**src/rtl/i2cs_pkg.sv**
```systemverilog
package i2cs_pkg;

  typedef enum logic [2:0] {
    ST_IDLE,
    ST_ADDR,
    ST_RX,
    ST_TX,
    ST_IGNORE
  } busState_e;

  // strobes from the bus control to the datapath, one cycle each
  typedef struct packed {
    logic shiftIn;    // take the sampled SDA bit into the shifter
    logic shiftOut;   // advance the transmit shifter
    logic loadBuf;    // copy shifter into buffer, mark full
    logic setOvf;     // byte refused
    logic setIrq;     // raise interrupt flag
    logic setRead;    // transfer is a master read
    logic clrRead;    // leave read direction
    logic holdScl;    // start a clock hold
    logic clrFullTx;  // transmit byte has left
  } dpStrobe_t;

endpackage

```
**src/rtl/i2cs_ctrl.sv**
```systemverilog
module i2cs_ctrl
  import i2cs_pkg::*;
#(
  parameter int DATA_W      = 8,
  parameter int SYNC_STAGES = 2
) (
  input  logic              clk,
  input  logic              rstN,
  input  logic              sclIn,
  input  logic              sdaIn,
  input  logic [DATA_W-2:0] ownAddr,
  input  logic              stretchEn,
  input  logic              ssIrqEn,
  input  logic [DATA_W-1:0] shiftQ,
  input  logic              bufFull,
  input  logic              overflow,
  input  logic              bufRd,
  output dpStrobe_t         strb,
  output logic              sdaBit,
  output logic              sdaDriveLow
);

  localparam int CNT_W = $clog2(DATA_W + 2);
  localparam logic [CNT_W-1:0] LAST_BIT = CNT_W'(DATA_W);
  localparam logic [CNT_W-1:0] ACK_SLOT = CNT_W'(DATA_W + 1);

  // line synchronisers
  logic [SYNC_STAGES-1:0] sclPipe, sdaPipe;
  logic sclS, sdaS, sclQ, sdaQ;

  always_ff @(posedge clk or negedge rstN) begin
    if (!rstN) begin
      sclPipe <= '1;
      sdaPipe <= '1;
      sclQ    <= 1'b1;
      sdaQ    <= 1'b1;
    end else begin
      sclPipe <= {sclPipe[SYNC_STAGES-2:0], sclIn};
      sdaPipe <= {sdaPipe[SYNC_STAGES-2:0], sdaIn};
      sclQ    <= sclS;
      sdaQ    <= sdaS;
    end
  end

  assign sclS   = sclPipe[SYNC_STAGES-1];
  assign sdaS   = sdaPipe[SYNC_STAGES-1];
  assign sdaBit = sdaS;

  logic sclRise, sclFall, startEv, stopEv;
  assign sclRise = sclS & ~sclQ;
  assign sclFall = ~sclS & sclQ;
  assign startEv = sclS & sclQ & sdaQ & ~sdaS;
  assign stopEv  = sclS & sclQ & ~sdaQ & sdaS;

  // control state
  busState_e        state, stateN;
  logic [CNT_W-1:0] cnt, cntN;
  logic ackDrive, ackN;
  logic txOn, txN;
  logic byteOk, okN;
  logic rdAddr, rdAddrN;
  logic mNack, mNackN;

  logic blocked, addrHit;
  assign blocked = (bufFull & ~bufRd) | overflow;
  assign addrHit = (shiftQ[DATA_W-1:1] == ownAddr);

  always_comb begin
    strb    = '0;
    stateN  = state;
    cntN    = cnt;
    ackN    = ackDrive;
    txN     = txOn;
    okN     = byteOk;
    rdAddrN = rdAddr;
    mNackN  = mNack;
    if (startEv || stopEv) begin
      stateN       = startEv ? ST_ADDR : ST_IDLE;
      cntN         = '0;
      ackN         = 1'b0;
      txN          = 1'b0;
      okN          = 1'b0;
      strb.setIrq  = ssIrqEn;
      strb.clrRead = 1'b1;
    end else begin
      unique case (state)
        ST_ADDR, ST_RX: begin
          if (sclRise && cnt != ACK_SLOT) begin
            strb.shiftIn = (cnt < LAST_BIT);
            cntN         = cnt + 1'b1;
          end
          if (sclFall && cnt == LAST_BIT) begin
            if (state == ST_ADDR && !addrHit) begin
              stateN = ST_IGNORE;
              cntN   = '0;
            end else begin
              okN     = 1'b1;
              rdAddrN = (state == ST_ADDR) & shiftQ[0];
              if (blocked) begin
                strb.setOvf = 1'b1;
              end else begin
                strb.loadBuf = 1'b1;
                ackN         = 1'b1;
              end
            end
          end
          if (sclFall && cnt == ACK_SLOT) begin
            ackN        = 1'b0;
            okN         = 1'b0;
            cntN        = '0;
            strb.setIrq = byteOk;
            if (state == ST_ADDR) begin
              if (!ackDrive) begin
                stateN = ST_IGNORE;
              end else if (rdAddr) begin
                stateN       = ST_TX;
                txN          = 1'b1;
                strb.setRead = 1'b1;
                strb.holdScl = 1'b1;
              end else begin
                stateN       = ST_RX;
                strb.holdScl = stretchEn;
              end
            end else begin
              strb.holdScl = stretchEn;
            end
          end
        end
        ST_TX: begin
          if (sclRise && cnt != ACK_SLOT) begin
            cntN = cnt + 1'b1;
            if (cnt == LAST_BIT) mNackN = sdaS;
          end
          if (sclFall) begin
            if (cnt != '0 && cnt < LAST_BIT) strb.shiftOut = 1'b1;
            if (cnt == LAST_BIT) begin
              txN            = 1'b0;
              strb.clrFullTx = 1'b1;
            end
            if (cnt == ACK_SLOT) begin
              cntN = '0;
              if (!mNack) begin
                txN          = 1'b1;
                strb.setIrq  = 1'b1;
                strb.holdScl = 1'b1;
              end else begin
                stateN       = ST_IDLE;
                strb.clrRead = 1'b1;
              end
            end
          end
        end
        ST_IDLE, ST_IGNORE: begin
          cntN = '0;
        end
        default: stateN = ST_IDLE;
      endcase
    end
  end

  always_ff @(posedge clk or negedge rstN) begin
    if (!rstN) begin
      state    <= ST_IDLE;
      cnt      <= '0;
      ackDrive <= 1'b0;
      txOn     <= 1'b0;
      byteOk   <= 1'b0;
      rdAddr   <= 1'b0;
      mNack    <= 1'b0;
    end else begin
      state    <= stateN;
      cnt      <= cntN;
      ackDrive <= ackN;
      txOn     <= txN;
      byteOk   <= okN;
      rdAddr   <= rdAddrN;
      mNack    <= mNackN;
    end
  end

  assign sdaDriveLow = ackDrive | (txOn & ~shiftQ[DATA_W-1]);

  // transmit level is steady through every SCL high phase
  p_sda_steady_r10: assert property (@(posedge clk) disable iff (!rstN)
    (state == ST_TX && sclS && sclQ && $past(sclS)) |-> $stable(sdaDriveLow));

  // a refused byte never gets an acknowledge
  p_nack_blocked_r6: assert property (@(posedge clk) disable iff (!rstN)
    ((state == ST_ADDR || state == ST_RX) && sclFall && !startEv && !stopEv
      && cnt == LAST_BIT && blocked) |=> !ackDrive);

  // an ignored transfer leaves SDA alone
  p_ignore_quiet_r3: assert property (@(posedge clk) disable iff (!rstN)
    (state == ST_IGNORE) |-> !sdaDriveLow);

endmodule

```
**src/rtl/i2cs_dpath.sv**
```systemverilog
module i2cs_dpath
  import i2cs_pkg::*;
#(
  parameter int DATA_W = 8
) (
  input  logic              clk,
  input  logic              rstN,
  input  dpStrobe_t         strb,
  input  logic              sdaBit,
  input  logic [DATA_W-1:0] hostWdata,
  input  logic              bufWr,
  input  logic              bufRd,
  input  logic              relClk,
  input  logic              ovfClr,
  input  logic              irqClr,
  output logic [DATA_W-1:0] shiftQ,
  output logic [DATA_W-1:0] bufData,
  output logic              bufFull,
  output logic              overflow,
  output logic              readMode,
  output logic              clkRelease,
  output logic              irq
);

  always_ff @(posedge clk or negedge rstN) begin
    if (!rstN) begin
      shiftQ     <= '0;
      bufData    <= '0;
      bufFull    <= 1'b0;
      overflow   <= 1'b0;
      readMode   <= 1'b0;
      clkRelease <= 1'b1;
      irq        <= 1'b0;
    end else begin
      if (bufWr)              shiftQ <= hostWdata;
      else if (strb.shiftIn)  shiftQ <= {shiftQ[DATA_W-2:0], sdaBit};
      else if (strb.shiftOut) shiftQ <= {shiftQ[DATA_W-2:0], 1'b0};

      if (strb.loadBuf) bufData <= shiftQ;
      else if (bufWr)   bufData <= hostWdata;

      if (strb.loadBuf || bufWr)         bufFull <= 1'b1;
      else if (bufRd || strb.clrFullTx)  bufFull <= 1'b0;

      if (strb.setOvf)   overflow <= 1'b1;
      else if (ovfClr)   overflow <= 1'b0;

      if (strb.setIrq)   irq <= 1'b1;
      else if (irqClr)   irq <= 1'b0;

      if (strb.setRead)      readMode <= 1'b1;
      else if (strb.clrRead) readMode <= 1'b0;

      if (strb.holdScl)  clkRelease <= 1'b0;
      else if (relClk)   clkRelease <= 1'b1;
    end
  end

  // overflow is sticky until the host clears it
  p_ovf_sticky_r7: assert property (@(posedge clk) disable iff (!rstN)
    (overflow && !ovfClr) |=> overflow);

  // interrupt flag is sticky until the host clears it
  p_irq_sticky_r7: assert property (@(posedge clk) disable iff (!rstN)
    (irq && !irqClr) |=> irq);

  // a clock hold ends only on the host release strobe
  p_release_by_host_r8: assert property (@(posedge clk) disable iff (!rstN)
    $rose(clkRelease) |-> $past(relClk));

  // entering read direction always comes with a clock hold
  p_read_holds_r9: assert property (@(posedge clk) disable iff (!rstN)
    $rose(readMode) |-> !clkRelease);

endmodule

```
**src/rtl/i2c_slave_engine.sv**
```systemverilog
module i2c_slave_engine
  import i2cs_pkg::*;
#(
  parameter int DATA_W      = 8,
  parameter int SYNC_STAGES = 2
) (
  input  logic              clk,
  input  logic              rstN,
  input  logic              sclIn,
  input  logic              sdaIn,
  output logic              sclDriveLow,
  output logic              sdaDriveLow,
  input  logic [DATA_W-2:0] ownAddr,
  input  logic              stretchEn,
  input  logic              startStopIrqEn,
  input  logic [DATA_W-1:0] hostWdata,
  input  logic              bufWr,
  input  logic              bufRd,
  input  logic              relClk,
  input  logic              ovfClr,
  input  logic              irqClr,
  output logic [DATA_W-1:0] bufData,
  output logic              bufFull,
  output logic              overflow,
  output logic              readMode,
  output logic              clkRelease,
  output logic              irq
);

  dpStrobe_t         strb;
  logic [DATA_W-1:0] shiftQ;
  logic              sdaBit;

  i2cs_ctrl #(.DATA_W(DATA_W), .SYNC_STAGES(SYNC_STAGES)) uCtrl (
    .clk        (clk),
    .rstN       (rstN),
    .sclIn      (sclIn),
    .sdaIn      (sdaIn),
    .ownAddr    (ownAddr),
    .stretchEn  (stretchEn),
    .ssIrqEn    (startStopIrqEn),
    .shiftQ     (shiftQ),
    .bufFull    (bufFull),
    .overflow   (overflow),
    .bufRd      (bufRd),
    .strb       (strb),
    .sdaBit     (sdaBit),
    .sdaDriveLow(sdaDriveLow)
  );

  i2cs_dpath #(.DATA_W(DATA_W)) uDpath (
    .clk       (clk),
    .rstN      (rstN),
    .strb      (strb),
    .sdaBit    (sdaBit),
    .hostWdata (hostWdata),
    .bufWr     (bufWr),
    .bufRd     (bufRd),
    .relClk    (relClk),
    .ovfClr    (ovfClr),
    .irqClr    (irqClr),
    .shiftQ    (shiftQ),
    .bufData   (bufData),
    .bufFull   (bufFull),
    .overflow  (overflow),
    .readMode  (readMode),
    .clkRelease(clkRelease),
    .irq       (irq)
  );

  assign sclDriveLow = ~clkRelease;

endmodule

```
**config.mk**
```make
export PLATFORM = sky130hd
export DESIGN_NAME = i2c_slave_engine
export DESIGN_NICKNAME = d
export VERILOG_FILES = /design/src/rtl/i2cs_pkg.sv /design/src/rtl/i2cs_ctrl.sv /design/src/rtl/i2cs_dpath.sv /design/src/rtl/i2c_slave_engine.sv
export SDC_FILE = /design/constraint.sdc
export NUM_CORES = 1
export LEC_CHECK = 0
export BUFFER_PORTS_ARGS = -buffer_cell sky130_fd_sc_hd__buf_2
export CAP_MARGIN = 30
export CELL_PAD_IN_SITES_DETAIL_PLACEMENT = 1
export CELL_PAD_IN_SITES_GLOBAL_PLACEMENT = 1
export CORE_AREA = 5 5 110 60
export DETAILED_ROUTE_END_ITERATION = 10
export DIE_AREA = 0 0 115 65
export PLACE_DENSITY = 0.76
export SLEW_MARGIN = 10
export SYNTH_ARGS = -nofsm -noshare
export SYNTH_HDL_FRONTEND = slang
export SYNTH_SLANG_ARGS = --single-unit
```
**constraint.sdc**
```tcl
create_clock -name clk -period 2.69 [get_ports clk]
set_clock_uncertainty 0.2 [all_clocks]
set_input_delay 0.1345 -clock clk [delete_from_list [all_inputs] [get_ports clk]]
set_output_delay 0.1345 -clock clk [all_outputs]
set_load 0.01 [all_outputs]
```
Word level (Yosys, flattened, before mapping). Cells that the tools add are included.

Word-level logic and storage cells: 180. Output and inout bits: 15. Register bits after elaboration: 39. Input bits: 26.

Equality and inequality tests: 18. Bitwise operators: 21. Add/sub/neg operators: 1. Mux-type cells: 91. Reduce and logical (&&, ||, !) cells: 30. $lt $le $gt $ge: 1.

Operators with widths (count): 1-bit 2-to-1 mux (57); 8-bit 2-to-1 mux (5); 4-bit 2-to-1 mux (8); 3-bit 2-to-1 mux (10); 3-bit by 1-bit inequality test with 1-bit output (second input constant) (7); 4-bit AND reduction (4); 2-bit nonzero test (7); 2-bit 2-to-1 mux (6); 4-bit one-hot mux with 3 select lines (1); 1-bit AND (10); 1-bit NOT (9); 3-bit one-hot mux with 3 select lines (1); 3-bit nonzero test (3); 4-bit == test (second input constant) (2); 4-bit nonzero test (2); 7-bit == test (1); 3-bit by 2-bit == test with 1-bit output (second input constant) (2); 1-bit one-hot mux with 2 select lines (3); 6-bit AND reduction (1); 1-bit logical AND (5); 4-bit by 1-bit adder with 4-bit output (second input constant) (1); 4-bit < comparator (second input constant) (1); 4-bit inequality test (second input constant) (1); 2-bit OR reduction (2); 10 further kinds (13).

Depth between registers and ports, before layout.
Word-level depth: 11. Depth in mapped cells: 9. Mapped depth without buffers: 7.

By module. A second synthesis with hierarchy kept.

Cell total of the unflattened synthesis: 217. Area, all modules: 2147.1 um2.

By module, submodules not included: i2cs_ctrl (cells each 128, area each 1158.6 um2, seq. area each 457.9 um2, times used 1); i2cs_dpath (cells each 88, area each 984.7 um2, seq. area each 526.8 um2, times used 1); i2c_slave_engine (cells each 1, area each 3.8 um2, seq. area each 0.0 um2, times used 1).

Worst setup path before layout. OpenSTA, ideal clock, no wires.

Path kind: flip-flop to flip-flop. From: register uCtrl.cnt[1]. To: register uCtrl.state[1]. Clock period less this slack: 2.016 ns. Cell stages (with the launch flop): 10. Data required time: 2.418 ns. Setup slack: 0.674 ns. Library setup time: 0.072 ns. Data arrival time: 1.744 ns. Buffers on the path: 2. Cell sequence: dfrtp_1 -> inv_1 -> ha_1 -> and3b_1 -> buf_6 -> and2_4 -> buf_6 -> a31o_1 -> a221o_1 -> nor2_1.

Cells in the longest elaborated chain, start to end: 7. Elaborated cells on any way between the ends: 11. Those cells by class: eq/ne: 3; mux: 5; reduce/logical: 3.

Ends and longest elaborated chain: start, declared (RTL line i2cs_ctrl.sv:57) `logic [CNT_W-1:0] cnt, cntN;`; start signal, assigned (RTL line i2cs_ctrl.sv:172) `cnt <= cntN;`; 4-bit == test (RTL line i2cs_ctrl.sv:92) `if (sclFall && cnt == LAST_BIT) begin`; 1-bit logical AND (RTL line i2cs_ctrl.sv:92); 3-bit 2-to-1 mux (RTL line i2cs_ctrl.sv:92); 3-bit 2-to-1 mux (RTL line i2cs_ctrl.sv:112) `if (state == ST_ADDR) begin`; 3-bit 2-to-1 mux (RTL line i2cs_ctrl.sv:107) `if (sclFall && cnt == ACK_SLOT) begin`; 3-bit one-hot mux with 3 select lines (RTL line i2cs_ctrl.sv:86) `unique case (state)`; 3-bit 2-to-1 mux (RTL line i2cs_ctrl.sv:77) `if (startEv || stopEv) begin`; end signal, assigned (RTL line i2cs_ctrl.sv:171) `state <= stateN;`; end, declared (RTL line i2cs_ctrl.sv:56) `busState_e state, stateN;`.

Parallel ways exist; a longest one is shown, timed or not. A chain may end at the register's enable or synchronous reset.

Worst setup path after layout.
From: register uCtrl.state[1]. To: register uDpath.clkRelease.

Cells in the longest elaborated chain, start to end: 6. Elaborated cells on any way between the ends: 10. Those cells by class: eq/ne: 3; mux: 5; reduce/logical: 2.

Ends and longest elaborated chain: 3-bit by 1-bit == test with 1-bit output (RTL line i2cs_ctrl.sv:86, i2cs_ctrl.sv:112); 1-bit 2-to-1 mux (RTL line i2cs_ctrl.sv:112); 1-bit 2-to-1 mux (RTL line i2cs_ctrl.sv:107); 1-bit one-hot mux with 2 select lines * (RTL line i2cs_ctrl.sv:86); 2-bit 2-to-1 mux * (RTL line i2cs_ctrl.sv:77); 1-bit 2-to-1 mux or 2-bit nonzero test (tied branches); end signal, assigned (RTL line i2cs_dpath.sv:32) `clkRelease <= 1'b1;`; end signal, assigned (RTL line i2cs_dpath.sv:54) `if (strb.holdScl) clkRelease <= 1'b0;`; end signal, assigned (RTL line i2cs_dpath.sv:55) `else if (relClk) clkRelease <= 1'b1;`; end, declared (RTL line i2cs_dpath.sv:21) `output logic clkRelease,`.

Every way passes the cells marked *; elsewhere a longest branch is shown, timed or not.

==> metrics <==
final worst path period share=between 90% and 100%; Synth Instances=221; initial core utilization=37.3%; leakage=around 0.0012 uW; HPWL Detailed=about 4.5 mm; final max-slew violation count=0; total net switching power=~470 uW; full die area=between 7000 and 8000 um2; 1st-iter DRT viols=around 80; most frequent cells in the layout=40 x buf_2, 32 x dfrtp_1, 24 x inv_1; Antenna Nets Post-Route=0; worst-margin pin slew=0.573 ns; final setup TNS=0 ns; GP Congestion=about 0.84; P_int=approximately 970 uW; I/O Buffers=40; Num CTS Buffers=5; Rows=20; ys async rst share=100%; # diodes=0; register area=just under 1000 um2; register area share after synthesis=between 40% and 50%; worst path cell trace=nand3b_1, nor3b_2, nand2_1, o22ai_1, a21oi_1, dlygate4sd3_1; clk root buf=clkbuf_8; M1 WL=between 3 and 4 mm; Met2 Routed Length=~2.4 mm; Ports=41; Worst-Skew Late Latency=0.29 ns; FILL cells=roughly 680; Final Hold Viols=0; Worst Path Arrival=~2.6 ns; # H-tree levels=2; Synth top area share=between 30 and 40%; area grow syn2layout=22.5%; footprint of the multi-input gates=approximately 1000 um2; combinational share of power=22.7%; Vias per Instance=5.18; routed len/inst=16.9 um; Worst VDD drop=between 0.3 and 0.4 mV; Crit. End Element=flop; max cap viols=0; Synth area leaders=dfrtp_1 38%, dfstp_2 8.6%, mux2_2 7.9%; Die Y=between 60 and 70 um; total power=1440 uW; min cycle time layout=~2.5 ns; ys flop type=dfrtp_1; TritonCTS clock tree=built; number of flops mapped to enable cells by yosys=0; layout net count=around 300; highest routed layer=met4; layout cells sized above 1=about 28%; Post-Synthesis Cell Area=2130 um2; Fmax=0.393 GHz; Synthesis Warnings=0; met3 WL=~380 um; Worst Hold Class=primary input to flop; Longest Clk Path Bufs=2; Netlist cell types=45; DRC Markers=0; largest net degree at the start of global routing=40; Post-Route WL=~6 mm; clock slew at reported path FFs=~0.080 ns; GRT overflow=0; Avg Synthesized Cell Area=about 9.6 um2; syn nets=between 200 and 300; global-route wire length before repair=around 9.8 mm; clock sink count=39; vias in the first global route=approximately 1900; DR vias=between 1500 and 2000; Synth Register Bits=39; clock power share=around 28%; GRT Total Usage=around 17%; Critical Path Max Stage Delay=0.64 ns; startpoint types=flop; PwrDens=554 nW/um2; Synth area leader=dfrtp_1; worst path required time=about 2.7 ns; final setup violation count=0; First-pass DRT Iterations=4; CP Class=flop to flop; Slew headroom=between 60% and 70%; unrepaired setup endpoints after global routing=no; core area=~5700 um2; sequential power share=49.8%; most common cell after layout, fill and taps aside=buf_2; slowest CP cell=dfrtp_1; die width=about 120 um; initial antenna violation count=0; status=finished clean; CP Max Fanout=14; Sw Ratio=about 33%
-- stage by stage --
step / hold slack [ns] / instance area, um2 / setup WS [ns] / util, % / instances
floorplan: -0.361 / 2130 / 0.674 / - / 221
global placement: 0.0406 / 2380 / 0.441 / 41.7 / 330
detailed placement: 0.0411 / 2380 / 0.421 / 41.7 / 330
CTS: 0.00123 / 2570 / 0.135 / 45.1 / 349
global route: 0.0434 / 2610 / 0.00414 / 45.7 / 351
finish: 0.00591 / 2610 / 0.145 / 45.7 / 351
-- worst paths after layout --
path	startpoint	endpoint	slack [ns]	cells after the start
worst min register to register	uCtrl.sclPipe[0]$_DFF_PN1_	uCtrl.sclPipe[1]$_DFF_PN1_	0.16	0
worst max register to register	uCtrl.state[1]$_DFFE_PN0P_	uDpath.clkRelease$_DFFE_PN1P_	0.15	6
max in group asynchronous	rstN	uDpath.clkRelease$_DFFE_PN1P_	1.33	4
worst min-delay path	hostWdata[1]	uDpath.shiftQ[1]$_DFFE_PN0P_	0.006	4
worst max-delay path	uCtrl.state[1]$_DFFE_PN0P_	uDpath.clkRelease$_DFFE_PN1P_	0.15	6
min in group asynchronous	rstN	uDpath.bufData[6]$_DFFE_PN0P_	0.50	3
-- cells in the mapped netlist (2+ instances only) --
master / count
buf_6: 2
mux2i_1: 4
nand2b_1: 4
nand2_1: 18
xnor2_1: 8
buf_2: 2
a21boi_0: 2
and3b_1: 2
a211oi_1: 2
dfrtp_1: 32
clkbuf_1: 5
inv_1: 24
a21oi_1: 11
dfstp_2: 7
nor2_1: 19
ha_1: 3
o22ai_1: 2
nand3_1: 3
nor3_1: 3
a32oi_1: 2
o21ai_0: 19
a31oi_1: 4
nand3b_1: 2
a311oi_1: 2
nand4_1: 4
mux2_2: 15
xor2_1: 2
-- worst max-delay path, delay by kind of cell (launching register included) --
family,cells,cell delay [ns]
AOI/OAI and AO/OA,2,0.22
buffers and inverters,1,0.57
DFF,1,0.64
and+or+nand+nor,3,0.83
-- power groups by stage --
stage                     logic [uW]  registers [uW]  clock network (uW)
final                            327             719                 397
after global routing             363             731                 434
after CTS                        321             720                 411
after detailed placement         307             731                   0
after global placement           296             729                   0
after floorplan                  219             701                   0
-- timing repair --
item,CTS,global route
endpoints found under the hold margin,42,2
hold buffers,11,1
setup buffers,0,0
resized for setup,0,1
endpoints found under the setup margin,0,2
-- registers in the layout, indices dropped and copies added, names as in the netlist, 2 cells and up --
name	flops
uDpath.shiftQ	8
uCtrl.sdaPipe	2
uCtrl.sclPipe	2
uDpath.bufData	8
uCtrl.cnt	4
uCtrl.state	3
-- layer usage --
| layer | GRT usage, % | up-vias |
|---|---|---|
| li1 | - | 870 |
| met1 | 25.9 | 901 |
| met2 | 23.4 | 42 |
| met3 | 5.60 | 6 |
| met4 | 3.22 | 0 |
| met5 | 0 | - |
-- area by class of cell --
class	count	share of cell area [%]
Clock buffer	6	2.78
Clock inverter	2	0.480
Inverter	24	3.46
Multi-Input combinational cell	149	38.5
Sequential cell	39	37.8
Tap cell	77	3.70
Timing Repair Buffer	54	13.3
-- logic make-up after synthesis --
kind of cell,Yosys count,share of synthesized area (%)
AND/OR/NAND/NOR,62,14.4
XOR/XNOR,10,4.12
adder cells (fa/ha/maj),3,1.76
AO/OA/AOI/OAI,55,16.9
multiplexers,19,9.82
flip-flops,39,46.3
buffers and inverters,33,6.65
Note: power is estimated with default switching activity, not from simulation.
